File: config.mk
export PLATFORM = sky130hd
export DESIGN_NAME = wdt_guard
export DESIGN_NICKNAME = d
export VERILOG_FILES = /design/src/rtl/wdt_pkg.sv /design/src/rtl/wdt_win.sv /design/src/rtl/wdt_cfg.sv /design/src/rtl/wdt_cnt.sv /design/src/rtl/wdt_guard.sv
export SDC_FILE = /design/constraint.sdc
export NUM_CORES = 1
export LEC_CHECK = 0
export ABC_AREA = 1
export CAP_MARGIN = 10
export CORE_MARGIN = 1
export CORE_UTILIZATION = 55
export DETAILED_ROUTE_END_ITERATION = 8
export MAX_ROUTING_LAYER = met4
export PLACE_DENSITY = 0.86
export SETUP_SLACK_MARGIN = 0.3
export SLEW_MARGIN = 15
export SYNTH_ARGS = -nofsm -noshare
export SYNTH_HDL_FRONTEND = slang
export SYNTH_SLANG_ARGS = --single-unit
File: constraint.sdc
create_clock -name clk_i -period 2.5 [get_ports clk_i]
set_clock_uncertainty 0.15 [all_clocks]
set_input_delay 0.5 -clock clk_i [delete_from_list [all_inputs] [get_ports clk_i]]
set_output_delay 0.5 -clock clk_i [all_outputs]
set_load 0.03 [all_outputs]
File: src/rtl/wdt_pkg.sv
package wdt_pkg;
  localparam int PSEL_W   = 4;
  localparam int BIT_IE   = 4;
  localparam int BIT_RE   = 5;
  localparam int BIT_UNLK = 6;
  localparam int BIT_FLAG = 7;

  typedef struct packed {
    logic              flag;
    logic              re;
    logic              ie;
    logic [PSEL_W-1:0] psel;
  } wdt_cfg_t;
endpackage

File: src/rtl/wdt_win.sv
module wdt_win #(
  parameter int WIN_CYC = 4
) (
  input  logic clk_i,
  input  logic rst_ni,
  input  logic open_i,
  output logic win_open_o
);
  localparam int WC_W = $clog2(WIN_CYC + 1);

  logic [WC_W-1:0] cnt_q;

  always_ff @(posedge clk_i or negedge rst_ni) begin
    if (!rst_ni)               cnt_q <= '0;
    else if (open_i)           cnt_q <= WC_W'(WIN_CYC);
    else if (cnt_q != '0)      cnt_q <= cnt_q - 1'b1;
  end

  assign win_open_o = (cnt_q != '0);

  AST_WIN_OPENS: assert property (@(posedge clk_i) disable iff (!rst_ni)
    open_i |=> win_open_o);
  AST_WIN_BOUND: assert property (@(posedge clk_i) disable iff (!rst_ni)
    cnt_q <= WC_W'(WIN_CYC));
endmodule

File: src/rtl/wdt_cfg.sv
module wdt_cfg
  import wdt_pkg::*;
(
  input  logic     clk_i,
  input  logic     rst_ni,
  input  logic     wr_en_i,
  input  logic [7:0] wr_data_i,
  input  logic     win_open_i,
  input  logic     set_flag_i,
  output wdt_cfg_t cfg_o,
  output logic     open_req_o,
  output logic     restart_o
);
  wdt_cfg_t cfg_q, cfg_d;
  logic     wr_cfg;

  assign open_req_o = wr_en_i && !win_open_i && wr_data_i[BIT_UNLK] && wr_data_i[BIT_RE];
  assign wr_cfg     = wr_en_i && !open_req_o;

  always_comb begin
    cfg_d = cfg_q;
    if (wr_cfg) begin
      if (win_open_i) begin
        cfg_d.psel = wr_data_i[PSEL_W-1:0];
        cfg_d.ie   = wr_data_i[BIT_IE];
        // flag as held before this write pins reset enable
        cfg_d.re   = wr_data_i[BIT_RE] | cfg_q.flag;
      end else begin
        cfg_d.ie   = wr_data_i[BIT_IE];
        cfg_d.re   = cfg_q.re | wr_data_i[BIT_RE];
      end
      if (!wr_data_i[BIT_FLAG]) cfg_d.flag = 1'b0;
    end
    if (set_flag_i) cfg_d.flag = 1'b1;
  end

  assign restart_o = wr_cfg && (win_open_i ||
                                (cfg_d.psel != cfg_q.psel) ||
                                (cfg_d.ie   != cfg_q.ie)   ||
                                (cfg_d.re   != cfg_q.re));

  always_ff @(posedge clk_i or negedge rst_ni) begin
    if (!rst_ni) cfg_q <= '0;
    else         cfg_q <= cfg_d;
  end

  assign cfg_o = cfg_q;

  AST_OPEN_NO_EFFECT: assert property (@(posedge clk_i) disable iff (!rst_ni)
    (open_req_o && !set_flag_i) |=> $stable(cfg_q));
endmodule

File: src/rtl/wdt_cnt.sv
module wdt_cnt
  import wdt_pkg::*;
#(
  parameter int BASE_LOG2 = 11
) (
  input  logic              clk_i,
  input  logic              rst_ni,
  input  logic              tick_i,
  input  logic              kick_i,
  input  logic              restart_i,
  input  logic              ie_i,
  input  logic              re_i,
  input  logic [PSEL_W-1:0] psel_i,
  output logic              timeout_o
);
  localparam int CNT_W = BASE_LOG2 + (1 << PSEL_W);

  logic [CNT_W-1:0] cnt_q;
  logic [CNT_W-1:0] limit;
  logic             running, at_end, clear;

  assign running   = ie_i || re_i;
  assign limit     = CNT_W'(1) << (BASE_LOG2 + int'(psel_i));
  assign at_end    = (cnt_q == limit - 1'b1);
  assign clear     = restart_i || (kick_i && running);
  assign timeout_o = running && tick_i && at_end && !clear;

  always_ff @(posedge clk_i or negedge rst_ni) begin
    if (!rst_ni)                 cnt_q <= '0;
    else if (clear || !running)  cnt_q <= '0;
    else if (tick_i)             cnt_q <= at_end ? '0 : cnt_q + 1'b1;
  end

  AST_CNT_BELOW_LIMIT: assert property (@(posedge clk_i) disable iff (!rst_ni)
    cnt_q < limit);
  AST_KICK_CLEARS: assert property (@(posedge clk_i) disable iff (!rst_ni)
    (kick_i && running) |=> (cnt_q == '0));
endmodule

File: src/rtl/wdt_guard.sv
module wdt_guard
  import wdt_pkg::*;
#(
  parameter int BASE_LOG2 = 11,
  parameter int WIN_CYC   = 4
) (
  input  logic       clk_i,
  input  logic       rst_ni,
  input  logic       wr_en_i,
  input  logic [7:0] wr_data_i,
  input  logic       kick_i,
  input  logic       tick_i,
  output logic [7:0] ctrl_o,
  output logic       irq_o,
  output logic       rst_req_o
);
  wdt_cfg_t cfg;
  logic     win_open, open_req, restart, timeout, to_reset;
  logic     irq_q, rst_q;

  assign to_reset = timeout && !cfg.ie && cfg.re;

  wdt_win #(.WIN_CYC(WIN_CYC)) u_win (
    .clk_i      (clk_i),
    .rst_ni     (rst_ni),
    .open_i     (open_req),
    .win_open_o (win_open)
  );

  wdt_cfg u_cfg (
    .clk_i      (clk_i),
    .rst_ni     (rst_ni),
    .wr_en_i    (wr_en_i),
    .wr_data_i  (wr_data_i),
    .win_open_i (win_open),
    .set_flag_i (to_reset),
    .cfg_o      (cfg),
    .open_req_o (open_req),
    .restart_o  (restart)
  );

  wdt_cnt #(.BASE_LOG2(BASE_LOG2)) u_cnt (
    .clk_i     (clk_i),
    .rst_ni    (rst_ni),
    .tick_i    (tick_i),
    .kick_i    (kick_i),
    .restart_i (restart),
    .ie_i      (cfg.ie),
    .re_i      (cfg.re),
    .psel_i    (cfg.psel),
    .timeout_o (timeout)
  );

  always_ff @(posedge clk_i or negedge rst_ni) begin
    if (!rst_ni) begin
      irq_q <= 1'b0;
      rst_q <= 1'b0;
    end else begin
      irq_q <= timeout && cfg.ie;
      rst_q <= to_reset;
    end
  end

  assign irq_o     = irq_q;
  assign rst_req_o = rst_q;
  assign ctrl_o    = {cfg.flag, win_open, cfg.re, cfg.ie, cfg.psel};

  AST_PSEL_LOCK: assert property (@(posedge clk_i) disable iff (!rst_ni)
    !win_open |=> $stable(cfg.psel));
  AST_RE_STICKY: assert property (@(posedge clk_i) disable iff (!rst_ni)
    (!win_open && cfg.re) |=> cfg.re);
  AST_FLAG_KEEPS_RE: assert property (@(posedge clk_i) disable iff (!rst_ni)
    cfg.flag |-> cfg.re);
  AST_RST_PULSE: assert property (@(posedge clk_i) disable iff (!rst_ni)
    rst_req_o |=> !rst_req_o);
  AST_IRQ_NOT_WITH_RST: assert property (@(posedge clk_i) disable iff (!rst_ni)
    !(irq_o && rst_req_o));
  AST_IRQ_PULSE: assert property (@(posedge clk_i) disable iff (!rst_ni)
    irq_o |=> !irq_o);
  AST_IDLE_QUIET: assert property (@(posedge clk_i) disable iff (!rst_ni)
    !(cfg.ie || cfg.re) |=> (!irq_o && !rst_req_o));
endmodule

* Word level (Yosys, flattened, before mapping) *
Cells that the tools add are included.
Widths: inputs -> output; s select.

storage, ports and cells
  register bits after elaboration = 39
  output and inout port bits = 10
  word-level logic and storage cells = 58
  bits of input ports = 13

cells by class
  muxes and demuxes = 10
  reductions and logical operators = 28
  eq/ne operators = 5
  add/subtract/negate cells = 4
  bitwise operators = 2
  shift-type cells = 1

operators with widths
  kind                   count
  $mux 27                3
  $shl 1x32->27 const A  1
  $add 27x1->27 const B  1
  $eq 27x27->1           1
  $sub 27x1->27 const B  1
  $logic_and 1x1->1      12
  $mux 7                 1
  $logic_or 1x1->1       6
  $mux 3                 2
  $reduce_bool 2->1      3
  $add 4x4->5 const A    1
  $logic_not 1->1        5
  $mux 4                 1
  $ne 4x4->1             1
  $reduce_bool 3->1      1
  $sub 3x1->3 const B    1
  $mux 1                 2
  $mux 2                 1
  $ne 1x1->1             2
  $ne 2x1->1 const B     1
  $or 1x1->1             2
  $reduce_and 2->1       1

* Depth between registers and ports, before layout *
  depth in word-level cells = 20
  gate-level depth with buffers = 16
  mapped depth without buffers = 14

* By module *
From an unflattened synthesis, not the netlist that was laid out.

unflattened totals
  cell total of the unflattened synthesis = 602
  area total of the unflattened synthesis = 3707.3 µm²

by module, submodules not included
  module     cells an instance  area an instance (µm²)  instances
  wdt_cnt    518                3044.2                  1
  wdt_cfg    55                 414.1                   1
  wdt_win    22                 173.9                   1
  wdt_guard  7                  75.1                    1

* Worst setup path after synthesis *
OpenSTA, ideal clock, no wires.

  path kind = reg-to-reg
  from = reg u_cfg.cfg_q, in the netlist u_cfg.cfg_o[1]
  to = reg u_cnt.cnt_q[9]
  stages on the path, launching flop included = 14
  slack = 0.394 ns
  setup time = 0.117 ns
  clock period less this slack = 2.106 ns
  arrival = 1.839 ns
  cell sequence = dfrtp_1 > buf_2 > nand2_2 > nand2_1 > nand2_1 > xor2_1 > nand2_1 > nor2_1 > nand2_1 > nor2_4 > nand2_4 > buf_6 > nand3_2 > nand2_1

on the way
  word-level cells in the longest chain between the ends = 10
  elaborated cells on any way between the ends = 17
  those cells by class = 2 x add/sub; 2 x eq/ne; 1 x shift; 5 x mux; 7 x reduce/logical

ends and longest elaborated chain
  element                                                 RTL line       RTL
  start, declared                                         wdt_cfg.sv:14  wdt_cfg_t cfg_q, cfg_d;
  start signal, assigned                                  wdt_cfg.sv:44  else cfg_q <= cfg_d;
  branches (longest 10 deep; another with $sub 27x1->27)  -
  end signal, assigned                                    wdt_cnt.sv:31  else if (tick_i) cnt_q <= at_end ? '0 : cnt_q + 1'b1;
  end, declared                                           wdt_cnt.sv:18  logic [CNT_W-1:0] cnt_q;

Parallel ways; which one is timed is not known. The select of a mux whose other input is x is not followed.
A chain may end at the register's enable or synchronous reset.

* Worst setup path in the final report *
  from = reg u_cfg.cfg_q, in the netlist u_cfg.cfg_o[1]
  to = reg u_cnt.cnt_q[1]

Same word-level chain as after synthesis.

==> flow_summary.ini <==
[run_status]
outcome = finished with violations
violations = hold timing

[power]
power_density_normalized_to_cell_area_mw_per_mm2 = 601
power_frac_comb_pct = 45.7
power.leakage_nw = 1.93
switchingPower_uw = 981
sequentialPowerShare_pct = 34.3
clock_power_share_pct = 20.0
intPower_mw = 1.36
sw_frac_of_total_pct = 41.9
irDropWorstVdd_v = 0.000626
finalPower_mw = 2.34

[global_routing]
largest_net_degree_at_the_start_of_global_routing = 28
grt_remaining_overflow = 0
antenna_found_initial = 0
grt_util_all_layers_pct = 28.4
grt_pass1_wl_mm = 13.2
via_count_of_the_first_global_routing_pass = 2930

[logic_synthesis]
postSynth.asyncResetShare_pct = 100
synthCells = 481
yosys.cell_count.top_type = nand2_1
netlist_top_cells_count = nand2_1, inv_1, dfrtp_1, nand3_1, nor2_1
post_synth_num_cell_types = 30
synthesis.yosys.warnings = 0
synth_seq_area_share_pct = 30.4
post-synth-top-area-cell = dfrtp_1
synth_edf_count = 0
post_synth.cell_area_avg_um2 = 6.68
area_contributors_post_synth = dfrtp_1, nand2_1, inv_1
synth.ff_latch_count = 39
yosys.area.top_type_share_pct = 30.4
synth_flop_cell = dfrtp_1
mappedNetlistArea_mm2 = 0.00321

[floorplan]
design.die.area_mm2 = 0.00615
core_area_mm2 = 0.00557
fp.dieW_um = 78.4
die_height_um = 78.4
io-pin-count = 23
initial_utilization_pct = 57.6
num_rows = 27

[sta]
finalCriticalPeriod_ps = 2190
final-setup-viol-count = 0
setup_total_negative_slack_ps = 0
hold_ws_ps = -2.83
unrepaired_setup_endpoints_after_global_routing = yes
achievable-frequency_mhz = 457
hold_violations = 9
finalCritPeriodShare_pct = 87.6
timing_max_transition_violations_final = 0

[detailed_routing]
drt_drc_violations_left = 0
overall_routed_net_length_mm = 9.07
routed-via-count = 3367
viasPerCell = 5.75
drt_first_pass_iters = 6
route.antenna.remaining_nets = 0
dr.first_iter.drc_count = 295
detail_route.wl_per_cell_um = 15.5

[cts]
worst_setup_hold_path_clk_slew_ps = 70
cts.sink_count = 39
clock_tree.htree_level_count = 2
holdBufCountCts = 0
worstSkewPairLatency_ps = 290
numCtsBuffers = 5
clock_tree_from_tritoncts = built
cts_buffer_depth = 2
cts.root.buffer_cell = clkbuf_8

[setup_path]
data_required_time_of_the_worst_path_ps = 2540
critical_path_class = reg -> reg
critPathArrivalTime_ps = 2230
worstSetupStartpointType = flop
end_kind = flop
cp_max_fo = 8

[placed_design]
placement.io_buffers = 22
dp_hpwl_mm = 5.74
gpl.final_weighted_congestion = 0.970

[layout]
insertedDiodeCount = 0
final_core_util_pct = 69.9
drive_above_1_share_pct = 18.7
layout.nets = 530
layout-area-overhead-vs-synth_pct = 21.4

[hold_path]
min-delay-path-class = in -> async

[flow_run]
drv_cap = 0
## flip-flops by register name, summed over array words and instances, names as in the netlist
| name | flops |
|---|---|
| rst_req_o | 1 |
| irq_o | 1 |
| u_win.cnt_q | 3 |
| u_cfg.cfg_o | 7 |
| u_cnt.cnt_q | 27 |
## final cells by class
type | count | area (um2)
clock buffers | 8 | 100
repair buffers | 41 | 452
inverters | 68 | 258
flip-flops and latches | 39 | 981
well taps | 72 | 90.1
fillers | 459 | 1680
multi-input cells | 358 | 2020
## worst paths after layout
| kind | end | from | cells after the start | slack, ps |
|---|---|---|---|---|
| hold reg to reg | u_cnt.cnt_q[26] | u_cnt.cnt_q[26] | 2 | 360 |
| setup reg to reg | u_cnt.cnt_q[1] | u_cfg.cfg_o[1] | 13 | 310 |
| setup / recovery | u_cnt.cnt_q[1] | u_cfg.cfg_o[1] | 13 | 310 |
| max in group asynchronous | u_cnt.cnt_q[18] | rst_ni | 2 | 1550 |
| min in group clk_i | u_cnt.cnt_q[26] | u_cnt.cnt_q[26] | 2 | 360 |
| hold / removal | u_cnt.cnt_q[1] | rst_ni | 1 | -3 |
## cell families (layout without fill, tap and decap cells)
logic type | Yosys count | count (layout) | synth area share (%)
simple gates | 302 | 305 | 45.5
flops | 39 | 39 | 30.4
buf+inv | 88 | 117 | 11.8
fa+ha+maj | 4 | 4 | 1.56
xor+xnor | 27 | 27 | 7.36
other cells | 1 | 2 | 0.117
compound gates | 20 | 20 | 3.27
## per-layer routing
layer	share of wire [%]	GRT usage [%]
met1	41	37.7
met4	3.4	7.04
met3	9.0	3.95
met5	0	-
met2	47	45.9
## power by group through the flow
| stage | clock, mW | sequential, mW | combinational, mW |
|---|---|---|---|
| 6_report | 0.469 | 0.803 | 1.07 |
| 5_1_grt | 0.505 | 0.811 | 1.16 |
| 4_1_cts | 0.477 | 0.785 | 0.921 |
| 3_5_place_dp | 0 | 0.792 | 0.909 |
| 3_3_place_gp | 0 | 0.790 | 0.879 |
| 2_1_floorplan | 0 | 0.813 | 0.632 |
## worst max-delay path, cell delays in order (launching register included)
cell and delay, ps:
dfrtp_2 490, nor2_4 200, nor2_1 100, nand2_1 70
nand2_1 70, inv_1 70, nand3_1 70, nor2_1 160
nand2_1 130, nor2_4 170, buf_4 160, nand2_8 100
nand3_1 100, nand2_1 50
## through the flow
stage	area, um2	instances	setup WS (ps)	hold slack, ps
4_1_cts	3620	575	273	3.75
3_3_place_gp	3480	565	-37.3	314
2_1_floorplan	3220	482	394	54.4
6_report	3900	586	311	-2.83
3_5_place_dp	3480	565	-170	320
5_1_grt	3900	586	192	11.2
## timing repair
item | CTS | global route
setup endpoints to repair | 31 | 31
gates resized for setup | 8 | 33
buffers inserted | 1 | 6
pin swaps | 1 | 12
gates cloned | 1 | 5
## cells in the final DEF, fill, tap and decap left out, types with 6 or more instances in the layout
cell             count
nor3_1              10
xor2_1              22
nand2_1            151
nand3_2             23
nand4_1             21
buf_4               12
nor2_4               7
nand3_1             30
nor2_2               9
o21ai_0             11
clkbuf_8             7
dfrtp_1             35
clkdlybuf4s50_1     16
inv_2                6
inv_1               61
nor2_1              30
nand2_2              7
Note: power is estimated with default switching activity, not from simulation.
